**config.mk**
```make
export PLATFORM = sky130hd
export DESIGN_NAME = wbc_burst_coalescer
export DESIGN_NICKNAME = d
export VERILOG_FILES = /design/src/rtl/wbc_pkg.sv /design/src/rtl/wbc_seq_check.sv /design/src/rtl/wbc_burst_coalescer.sv
export SDC_FILE = /design/constraint.sdc
export NUM_CORES = 1
export LEC_CHECK = 0
export ABC_AREA = 1
export BUFFER_PORTS_ARGS = -buffer_cell sky130_fd_sc_hd__clkbuf_2
export CAP_MARGIN = 20
export CORE_MARGIN = 2
export CORE_UTILIZATION = 35
export CTS_CLUSTER_SIZE = 25
export DETAILED_ROUTE_END_ITERATION = 12
export PLACE_DENSITY = 0.61
export SLEW_MARGIN = 40
export SYNTH_ARGS = -nofsm -noshare
export SYNTH_HDL_FRONTEND = slang
export SYNTH_SLANG_ARGS = --single-unit
```
**constraint.sdc**
```tcl
create_clock -name clk -period 2.1 [get_ports clk]
set_clock_uncertainty 0.05 [all_clocks]
set_input_delay 0.525 -clock clk [delete_from_list [all_inputs] [get_ports clk]]
set_output_delay 0.525 -clock clk [all_outputs]
set_load 0.005 [all_outputs]
```
**src/rtl/wbc_pkg.sv**
```systemverilog
package wbc_pkg;
    typedef enum logic [1:0] {
        TAG_NONE = 2'b00,
        TAG_ADDR = 2'b01,
        TAG_DATA = 2'b10,
        TAG_LAST = 2'b11
    } tag_e;
endpackage

```
**src/rtl/wbc_seq_check.sv**
```systemverilog
module wbc_seq_check #(
    parameter int W    = 32,
    parameter int STEP = 4
) (
    input  logic [W-1:0] adr_i,
    input  logic [W-1:0] expect_i,
    output logic         match_o,
    output logic [W-1:0] next_o
);
    always_comb begin
        match_o = (adr_i == expect_i);
        next_o  = adr_i + W'(STEP);
    end
endmodule

```
**src/rtl/wbc_burst_coalescer.sv**
```systemverilog
module wbc_burst_coalescer #(
    parameter int W         = 32,
    parameter int MAX_BEATS = 16,
    parameter int FREEW     = 6
) (
    input  logic             clk,
    input  logic             rst_n,
    input  logic             wb_cyc_i,
    input  logic             wb_stb_i,
    input  logic             wb_we_i,
    input  logic [W-1:0]     wb_adr_i,
    input  logic [W-1:0]     wb_dat_i,
    input  logic             wb_seq_i,
    output logic             wb_ack_o,
    input  logic [FREEW-1:0] fifo_free_i,
    output logic             fifo_push_o,
    output logic [1:0]       fifo_tag_o,
    output logic [W-1:0]     fifo_word_o
);
    import wbc_pkg::*;

    localparam int CNTW = $clog2(MAX_BEATS + 1);
    localparam int ROOM = 2;

    typedef struct packed {
        logic            open;
        logic            seq;
        logic [CNTW-1:0] cnt;
        logic [W-1:0]    nxt;
        logic [W-1:0]    held;
    } state_t;

    state_t s_d, s_q;
    logic   req, room, match, brk, close;
    logic [W-1:0] adr_next;
    tag_e   tag;

    wbc_seq_check #(.W(W), .STEP(4)) u_seq (
        .adr_i    (wb_adr_i),
        .expect_i (s_q.nxt),
        .match_o  (match),
        .next_o   (adr_next)
    );

    always_comb begin
        s_d         = s_q;
        fifo_push_o = 1'b0;
        tag         = TAG_NONE;
        fifo_word_o = '0;
        wb_ack_o    = 1'b0;
        req   = rst_n && wb_cyc_i && wb_stb_i && wb_we_i;
        room  = fifo_free_i >= FREEW'(ROOM);
        brk   = req && !(wb_seq_i && match);
        close = !wb_cyc_i || !s_q.seq || (s_q.cnt == CNTW'(MAX_BEATS)) || !room || brk;
        if (!rst_n) begin
            s_d = s_q;
        end else if (s_q.open) begin
            if (close) begin
                fifo_push_o = 1'b1;
                tag         = TAG_LAST;
                fifo_word_o = s_q.held;
                s_d.open    = 1'b0;
            end else if (req) begin
                fifo_push_o = 1'b1;
                tag         = TAG_DATA;
                fifo_word_o = s_q.held;
                s_d.held    = wb_dat_i;
                s_d.cnt     = s_q.cnt + CNTW'(1);
                s_d.nxt     = adr_next;
                wb_ack_o    = 1'b1;
            end
        end else if (req && room) begin
            fifo_push_o = 1'b1;
            tag         = TAG_ADDR;
            fifo_word_o = wb_adr_i;
            s_d.open    = 1'b1;
            s_d.seq     = wb_seq_i;
            s_d.cnt     = CNTW'(1);
            s_d.held    = wb_dat_i;
            s_d.nxt     = adr_next;
            wb_ack_o    = 1'b1;
        end
        fifo_tag_o = tag;
    end

    always_ff @(posedge clk) begin
        if (!rst_n) s_q <= '0;
        else        s_q <= s_d;
    end

    // every acknowledged write leaves an entry in the same cycle
    p_ack_pushes_r8: assert property (@(posedge clk) disable iff (!rst_n)
        wb_ack_o |-> (fifo_push_o && fifo_tag_o != TAG_LAST));
    // a new group only opens with room for address and final word
    p_addr_room_r8: assert property (@(posedge clk) disable iff (!rst_n)
        (fifo_push_o && fifo_tag_o == TAG_ADDR) |-> (fifo_free_i >= FREEW'(ROOM)));
    // acknowledge only for a live write request
    p_ack_req_r9: assert property (@(posedge clk) disable iff (!rst_n)
        wb_ack_o |-> (wb_cyc_i && wb_stb_i && wb_we_i));
    // closing push never coincides with acceptance
    p_last_noack_r4: assert property (@(posedge clk) disable iff (!rst_n)
        (fifo_push_o && fifo_tag_o == TAG_LAST) |-> !wb_ack_o);
    // single transfer address is followed by its final word
    p_single_r2: assert property (@(posedge clk) disable iff (!rst_n)
        (fifo_push_o && fifo_tag_o == TAG_ADDR && !wb_seq_i) |=>
        (fifo_push_o && fifo_tag_o == TAG_LAST));
    // cycle end right after an accepted write closes the burst
    p_cyc_close_r7: assert property (@(posedge clk) disable iff (!rst_n)
        ($fell(wb_cyc_i) && $past(wb_ack_o)) |-> (fifo_push_o && fifo_tag_o == TAG_LAST));
    // the beat count never exceeds the burst limit
    p_len_r6: assert property (@(posedge clk) disable iff (!rst_n)
        s_q.cnt <= CNTW'(MAX_BEATS));
endmodule

```
Yosys cells after proc, flatten, opt, wreduce, memory -nomap -nowiden
Index checks and enable logic that the tools add are counted.

Bits in registers: 71. Input port bits: 76. Word-level logic and storage cells: 54.

$add $sub $neg: 2. Order comparisons: 1. Eq/ne operators: 4. Mux-type cells: 24. Bitwise operators: 1. Reduce and logical (&&, ||, !) cells: 17.

Operators with widths (count): 69-bit two-way mux (3); 32-bit two-way mux (5); 71-bit two-way mux (1); 32-bit by 3-bit adder with 32-bit output, second input constant (1); 32-bit equality test (1); 1-bit two-way mux (11); 2-bit two-way mux (4); 6-bit by 2-bit >= comparator with 1-bit output, second input constant (1); 1-bit logical AND (6); 5-bit by 1-bit adder with 5-bit output, second input constant (1); 5-bit equality test, second input constant (1); 1-bit zero test (4); 1-bit logical OR (4); 3-bit AND reduction (1); 2-bit by 1-bit inequality test with 1-bit output, second input constant (1); 2-bit inequality test, second input constant (1); 2-bit AND reduction (1); 2-bit nonzero test (1); 1-bit inverter (1).

Logic depth before layout (Yosys ltp)
Gate-level depths: netlist (run 1).

Word-level depth: 8. Depth in mapped cells: 15. Gate-level depth less buffers: 14.

Hierarchy
A second synthesis (run 1) with hierarchy kept.

Cells, all modules: 936. Area, all modules: 5192.5 µm².

By module, submodules not included: wbc_burst_coalescer (instances 1, cells an instance 607, area each 3687.3 µm², seq. area each 1421.4 µm²); wbc_seq_check (instances 1, cells an instance 329, area each 1505.2 µm², seq. area each 0.0 µm²).

Least setup slack after synthesis (run 1)
Ideal clock, no wire load.

Kind: input port to output port. Start point: input port fifo_free_i[1]. End point: output port fifo_word_o[23]. Arrival: 1.630 ns. Data required time: 1.525 ns. Setup slack: -0.105 ns. Stages on the path: 9. Cell sequence: nor3_1 > nand2_1 > and3_1 > inv_1 > o211ai_1 > inv_1 > buf_1 > nand2_1 > o21ai_0.

Cells in the longest elaborated chain, start to end: 7. Elaborated cells between the ends (all ways): 9. Those cells by class: 1 x order compare; 4 x mux; 4 x reduce/logical.

Ends and longest elaborated chain: start: declaration (RTL line wbc_burst_coalescer.sv:15) `input logic [FREEW-1:0] fifo_free_i,`; 6-bit by 2-bit >= comparator with 1-bit output (*) (RTL line wbc_burst_coalescer.sv:52) `room = fifo_free_i >= FREEW'(ROOM);`; 1-bit zero test (RTL line wbc_burst_coalescer.sv:54) `close = !wb_cyc_i || !s_q.seq || (s_q.cnt == CNTW'(MAX_BEATS)) || !room || brk;`; 1-bit logical OR (2 in series) (RTL line wbc_burst_coalescer.sv:54); 32-bit two-way mux (RTL line wbc_burst_coalescer.sv:58) `if (close) begin`; 32-bit two-way mux (*) (RTL line wbc_burst_coalescer.sv:57) `end else if (s_q.open) begin`; 32-bit two-way mux (*) (RTL line wbc_burst_coalescer.sv:55) `if (!rst_n) begin`; end: declaration (RTL line wbc_burst_coalescer.sv:18) `output logic [W-1:0] fifo_word_o`.

Mark *: on every way between the ends. The rest lies on a longest branch, timed or not.

Worst setup path after layout (run 1)
Start point: register s_q[64] in the netlist's numbering. End point: output port fifo_word_o[23].

Cells in the longest elaborated chain, start to end: 7.

Ends and longest elaborated chain: start: declaration (RTL line wbc_burst_coalescer.sv:33) `state_t s_d, s_q;`; 5-bit equality test (RTL line wbc_burst_coalescer.sv:54); 1-bit logical OR (3 in series) (RTL line wbc_burst_coalescer.sv:54); 32-bit two-way mux (RTL line wbc_burst_coalescer.sv:58); 32-bit two-way mux (RTL line wbc_burst_coalescer.sv:57); 32-bit two-way mux (RTL line wbc_burst_coalescer.sv:55).

Every way passes these cells.

==> Flow_metrics.wiki, run 1 <==
{| class="wikitable"
! Metric !! Value
|-
| Later-pin clock latency in the skew report || between 300 and 400 ps
|-
| Seq/Total Area, Yosys || 0.2937
|-
| Most instantiated library cell after synthesis || nand2_1
|-
| Final RePlAce weighted congestion || 0.8995
|-
| Crit path DAT || about 1900 ps
|-
| Kind of start point of the critical path || flop
|-
| Leakage component of the power || between 3 and 4 nW
|-
| Cell types occupying the most area after synthesis || dfxtp_1 29%, nand2_1 17%, nor2_1 8.0%
|-
| CTS tree || built
|-
| CTS hold repair buffers || 0
|-
| Vertical die dimension || 121.6 um
|-
| Post-place setup slack || -321.2 ps
|-
| Number of buffers inserted during clock tree synthesis || 9
|-
| Total power per unit cell area || 539.1 nW/um^2
|-
| Setup Crit Path Kind || reg2out
|-
| Total of max-cap violations || 0
|-
| Number of flip-flops under the largest register name || 71
|-
| Worst-case setup margin in the final layout || -375.0 ps
|-
| Transition time at the pin with the least slew margin || 471.8 ps
|-
| Average wire per cell in the routed design || approximately 13 um
|-
| Worst supply voltage drop on vdd || around 0.00029 V
|-
| Total Nets Final || 1074
|-
| Net Count, Synth || just under 900
|-
| Layout cells sized above 1 || 0.3420
|-
| Global Route Usage Sum || 0.2090
|-
| Total number of clock tree sinks || 71
|-
| Worst max-slew margin expressed relative to the limit || 0.6826
|-
| Number of register bits inferred by synthesis || 71
|-
| Wire length of the first global-routing pass || roughly 24000 um
|-
| Kind of path behind the tightest hold check || reg2reg
|-
| Number of top-level pins || 112
|-
| Fraction of registers with async set or reset after synthesis || 0
|-
| Largest net degree at the start of global routing || 62
|-
| Dominant synthesized flop cell || dfxtp_1
|-
| Buffers from clock root to sink, at most || 2
|-
| Worst hold path startpoint || s_q[69]$_SDFFE_PN0P_
|-
| Hpwl dp || 11080 um
|-
| Count of input and output buffers || 110
|-
| Maximum fanout along the worst path || 22
|-
| Max Slew Vio Count || 0
|-
| Post-synth cell types || 30
|-
| Post-Route Setup TNS || -11900 ps
|-
| CTS root buffer || clkbuf_16
|-
| Core area || between 10000 and 15000 um^2
|-
| Initial cell density of the core || 0.3626
|-
| Largest reg by FF count || s_q
|-
| EDFF count, synth || 0
|-
| Synthesis-to-layout area growth || 47.44%
|-
| Final Hold Violating Endpoints || 0
|-
| Total standard cell area after synthesis || 4840 um^2
|-
| Hold WS || 422.3 ps
|-
| Site Rows || 42
|-
| Die X-Extent || 121.6 um
|-
| Avg Inst Size Synth || 6.126 um^2
|-
| Largest registers || s_q x71
|-
| Maximum clock rate || 404.0 MHz
|-
| Startpoint of the worst-slack reg-to-reg timing path || s_q[64]$_SDFFE_PN0P_
|-
| Data required, critical path || 1520 ps
|-
| Number of antenna diodes || 0
|-
| Final Critical Period || 2475 ps
|-
| Detailed Routing Iterations Pass 1 || 5
|-
| Final setup violation count || 36
|-
| Remaining routing DRC violations || 0
|-
| Syn Inst Count || 790
|-
| Launch point of the worst path || s_q[64]$_SDFFE_PN0P_
|-
| Yosys warning total || 0
|-
| Initial antenna violation count || 0
|-
| Synth area leader || dfxtp_1
|-
| Via count of the first global-routing pass || 5154
|-
| Failing checks || negative setup slack
|-
| Clk pin slew, worst setup/hold paths || 60 ps
|-
| Average vias per placed instance || roughly 4.8
|-
| Final wirelength || 15850 um
|-
| Final critical-path share of the clock period || 1.179
|-
| Via count of the routed design || between 5000 and 6000
|-
| Run status || complete, but fails checks
|-
| Setup repair after global routing missed its margin || true
|-
| Final Util || 0.5346
|-
| Number of DRC markers after the initial detailed-route iteration || 239
|-
| Nature of the critical path endpoint || output pin
|-
| Sum of internal, switching and leakage power || 3.847 mW
|-
| Synth top area share || 0.2937
|-
| Leading post-synthesis cells by instance count || 215 x nand2_1, 103 x nor2_1, 80 x inv_1
|-
| Remaining antenna violation count || 0
|-
| Total number of H-tree levels || 3
|-
| Die footprint || 14780 um^2
|-
| Global route total overflow || 0
|}
power by group:
part | internal (mW) | leakage [nW] | switching [mW] | total, mW
sequential | 1.42 | 0.584 | 0.0465 | 1.46
combinational | 0.352 | 2.64 | 0.376 | 0.727
clock | 1.04 | 0.151 | 0.618 | 1.65
total | 2.81 | 3.37 | 1.04 | 3.85
critical path, stage by stage (launching register included):
cell      delay (ps)
dfxtp_2          330
inv_2             50
ha_4             140
nand4_1           60
and3_4           190
inv_2             30
o211ai_1         190
inv_2            110
buf_12           180
nand2_2           60
o21ai_1           70
clkbuf_2         120
layout make-up:
cell class / count / area, um^2
clock buffers: 12 / 236.5
clock inverters: 4 / 70.07
fillers: 1411 / 6212
inverters: 81 / 306.5
multi-input cells: 594 / 3098
flip-flops and latches: 71 / 1438
well taps: 176 / 220.2
repair buffers: 238 / 1767
metal layers:
metal  wire, um  global-route usage  part of all wire
met2       7600              0.3529              0.48
met3        679             0.03324             0.043
met5          0                   0                 0
met1       7263              0.2717              0.46
met4        301             0.07112             0.019
metrics by stage:
step                cells  area (um^2)
floorplan             790         4841
global placement     1148         6277
detailed placement   1148         6277
CTS                  1167         6675
global route         1176         7136
finish               1176         7136
cells by family after synthesis:
kind of cell / after synthesis / synth area share
simple gates: 443 / 0.3994
fa+ha+maj: 3 / 0.007757
buf+inv: 125 / 0.1200
compound gates: 118 / 0.1249
flops: 71 / 0.2937
xor+xnor: 30 / 0.05429
path summary, 6_finish.rpt:
path	endpoint	slack, ps	depth (start not counted)
worst max register to register	s_q[26]$_SDFFE_PN0P_	10	14
worst min-delay path	s_q[69]$_SDFFE_PN0P_	420	2
worst max-delay path	fifo_word_o[23]	-370	11
worst min register to register	s_q[69]$_SDFFE_PN0P_	420	2
repair_timing:
action                                 4_1_cts  5_1_grt
cloned                                       1        7
setup endpoints to repair                   36      104
resized for setup                           49       91
pin swaps                                    8       18
setup buffers                                2        2
endpoints found under the hold margin        0        0
cell usage in the layout, fill, tap and decap left out, types with 16 or more instances in the layout:
master and count:
nand2_1 196, buf_4 106, clkbuf_2 103, nor2_1 97, inv_1 71, dfxtp_1 58, nand3_1 50, a21oi_1 47
nand3b_1 34, a21oi_2 26, o21ai_1 20, xor2_1 19, nand2_2 17, clkbuf_16 16
No activity file was read; power rests on OpenSTA's default activity.
==> run 2, diff against run 1 <==
- CORE_MARGIN: 2 -> default
==> run 2 against run 1 <==
  * Largest cell class unchanged
  * Flip-flop and latch count unchanged
  * The flow still finishes with violations (negative setup slack)
  * Final area decreased by 0.88%
  * Critical path depth unchanged
  * Sequential power hardly changed
  * Total power shrank 0.43%
  * Combinational power fell by 3.0%
  * Setup slack got worse by 70 ps
  * Clock-buffer cell count shrank 2
  * Largest power group unchanged
  * First-iteration DRC count increased by 24%
  * Wire length is 0.79% higher
==> Flow_metrics.wiki, run 2 (same netlist as run 1, synthesis figures left out) <==
{| class="wikitable"
! Metric !! Value
|-
| Maximum fanout along the worst path || 11 (-50%)
|-
| Detailed Routing Iterations Pass 1 || 5 (unchanged)
|-
| Number of buffers inserted during clock tree synthesis || 9 (unchanged)
|-
| CTS tree || built
|-
| Nature of the critical path endpoint || output pin
|-
| Average wire per cell in the routed design || 13.63 um (+1.1%)
|-
| Die footprint || 14300 um^2 (-3.3%)
|-
| Failing checks || negative setup slack
|-
| Max Slew Vio Count || 0 (unchanged)
|-
| Global Route Usage Sum || 0.2090 (about the same)
|-
| Core area || 13350 um^2 (unchanged)
|-
| Count of input and output buffers || 110 (unchanged)
|-
| Slowest-stage cell, CP || dfxtp_2
|-
| Remaining routing DRC violations || 0 (unchanged)
|-
| Most common cell on crit path || inv_2
|-
| Worst-case setup margin in the final layout || -445.3 ps (-70.29 ps)
|-
| Final Critical Period || 2545 ps (+70.29 ps)
|-
| Via count of the first global-routing pass || 5020 (-2.6%)
|-
| Worst supply voltage drop on vdd || 0.0003245 V (+14%)
|-
| Worst hold path startpoint || s_q[69]$_SDFFE_PN0P_
|-
| Placed inst area || 6280 um^2 (about the same)
|-
| Kind of start point of the critical path || flop
|-
| Later-pin clock latency in the skew report || 340 ps (about the same)
|-
| Final setup violation count || 36 (unchanged)
|-
| Buffers from clock root to sink, at most || 2 (unchanged)
|-
| Clock share of power || 0.434 (+0.004)
|-
| Sw frac || 0.2705 (about the same)
|-
| Via count of the routed design || 5610 (-0.71%)
|-
| Setup repair after global routing missed its margin || true
|-
| Largest net degree at the start of global routing || 52 (-16%)
|-
| Largest reg by FF count || s_q
|-
| Total power per unit cell area || 541.5 nW/um^2 (+0.45%)
|-
| Number of flip-flops under the largest register name || 71 (unchanged)
|-
| Critical path cell sequence || inv_2 -> ha_4 -> nand4_1 -> and3_4 -> inv_2 -> o211ai_1 -> inv_2 -> clkbuf_16 -> nand2_1 -> o21ai_1 -> buf_2
|-
| Data required, critical path || 1520 ps (about the same)
|-
| P_sw || 1.036 mW (-0.35%)
|-
| Number of stages on the worst hold path || 2 (unchanged)
|-
| Clk pin slew, worst setup/hold paths || 60 ps (about the same)
|-
| Number of DRC markers after the initial detailed-route iteration || 296 (+24%)
|-
| Crit path DAT || 1970 ps (+70 ps)
|-
| Final wirelength || 15970 um (+0.79%)
|-
| Wire length of the first global-routing pass || 23810 um (-1.9%)
|-
| Vertical die dimension || 119.6 um (-1.6%)
|-
| Number of top-level pins || 112 (unchanged)
|-
| Flop pwr share || 0.382 (about the same)
|-
| Total number of clock tree sinks || 71 (unchanged)
|-
| Final RePlAce weighted congestion || 0.9090 (+1.1%)
|-
| Run status || complete, but fails checks
|-
| Maximum clock rate || 392.9 MHz (-2.8%)
|-
| Initial antenna violation count || 0 (unchanged)
|-
| Kind of path behind the tightest hold check || reg2reg
|-
| Worst max-slew margin expressed relative to the limit || 0.6712 (-0.01134)
|-
| Leakage component of the power || 3.500 nW (+3.7%)
|-
| Layout cells sized above 1 || 0.3183 (-0.02373)
|-
| Transition time at the pin with the least slew margin || 488.7 ps (+16.85 ps)
|-
| Cell total after placement || 1145 (-0.26%)
|-
| Final Util || 0.5299 (-0.004686)
|-
| Total number of H-tree levels || 3 (unchanged)
|-
| Launch point of the worst path || s_q[65]$_SDFFE_PN0P_
|-
| Synthesis-to-layout area growth || 46.15%
|-
| Crit path largest cell delay || 320 ps (about the same)
|-
| Remaining antenna violation count || 0 (unchanged)
|-
| Post-Layout Cell Count || 1172 (-0.34%)
|-
| Hpwl dp || 10700 um (-3.4%)
|-
| Average vias per placed instance || 4.787 (-0.37%)
|-
| Setup Crit Path Kind || reg2out
|-
| Worst-case reg-to-reg path depth || 13 (-1)
|-
| Startpoint of the worst-slack reg-to-reg timing path || s_q[53]$_SDFFE_PN0P_
|-
| Final standard cell area without fillers || 7073 um^2 (-0.88%)
|-
| Commonest cells after routing, fill and taps aside || 195 x nand2_1, 107 x buf_4, 98 x nor2_1, 87 x clkbuf_2, 73 x a21oi_1
|-
| Site Rows || 42 (unchanged)
|-
| CTS root buffer || clkbuf_16
|-
| Die X-Extent || 119.6 um (-1.6%)
|-
| Part of the power in combinational logic || 0.184 (-0.005)
|-
| Total of max-cap violations || 0 (unchanged)
|-
| Global route total overflow || 0 (unchanged)
|-
| Initial cell density of the core || 0.3626 (unchanged)
|-
| Final Hold Violating Endpoints || 0 (unchanged)
|-
| Largest registers || s_q x71
|-
| Leading cell type in the layout, fill and taps excluded || nand2_1
|-
| Final critical-path share of the clock period || 1.212 (+0.03347)
|-
| Internal Dissipation || 2.794 mW (-0.45%)
|-
| Total Nets Final || 1070 (-0.37%)
|-
| Number of antenna diodes || 0 (unchanged)
|}
-- run 2: metal layers --
metal	global-route usage	routed length (um)
met1	0.2739	7321
met5	0	0
met4	0.06406	198
met3	0.03707	693
met2	0.3475	7756
-- run 2: stage by stage --
stage                     power, mW  setup slack (ps)  TNS [ps]  hold slack (ps)
after detailed placement      2.143            -327.1    -23250            406.4
after global routing          4.024            -528.4    -17350            447.6
after CTS                     3.816            -391.9    -11860            414.9
after floorplan               1.834            -79.03     -1631            389.7
after global placement        2.137            -314.4    -22390            401.4
final                         3.830            -445.3    -13820            411.1
-- run 2: path summary, 6_finish.rpt --
check | end | slack [ps]
worst min-delay path | s_q[69]$_SDFFE_PN0P_ | 410
worst max-delay path | fifo_word_o[24] | -450
worst min register to register | s_q[69]$_SDFFE_PN0P_ | 410
worst max register to register | s_q[53]$_SDFFE_PN0P_ | 140
-- run 2: power by group through the flow --
stage	clock network, mW	registers (mW)	logic [mW]
after CTS	1.68	1.46	0.675
after global routing	1.76	1.47	0.788
after global placement	0	1.48	0.656
final	1.66	1.46	0.705
after floorplan	0	1.48	0.358
after detailed placement	0	1.48	0.660
-- run 2: worst max-delay path, delay by kind of cell (launching register included) --
family,cells,cell delay (ps)
flops,1,320
fa+ha+maj,1,120
simple gates,3,350
buf+inv,5,670
compound gates,2,160
-- run 2: repair_timing --
action | in CTS | in global routing
cloned | 1 | 7
resized for setup | 48 | 86
buffers inserted | 4 | 2
hold buffers | 0 | 0
setup endpoints to repair | 36 | 103
pin swaps | 11 | 10
-- run 2: layout make-up --
type / count / area [um^2]
sequential: 71 / 1436
clock buffer: 10 / 229.0
inverter: 81 / 306.5
multi-input combinational: 594 / 3062
tap: 176 / 220.2
clock inverter: 6 / 85.08
timing repair buffer: 234 / 1734
fill: 1393 / 6275
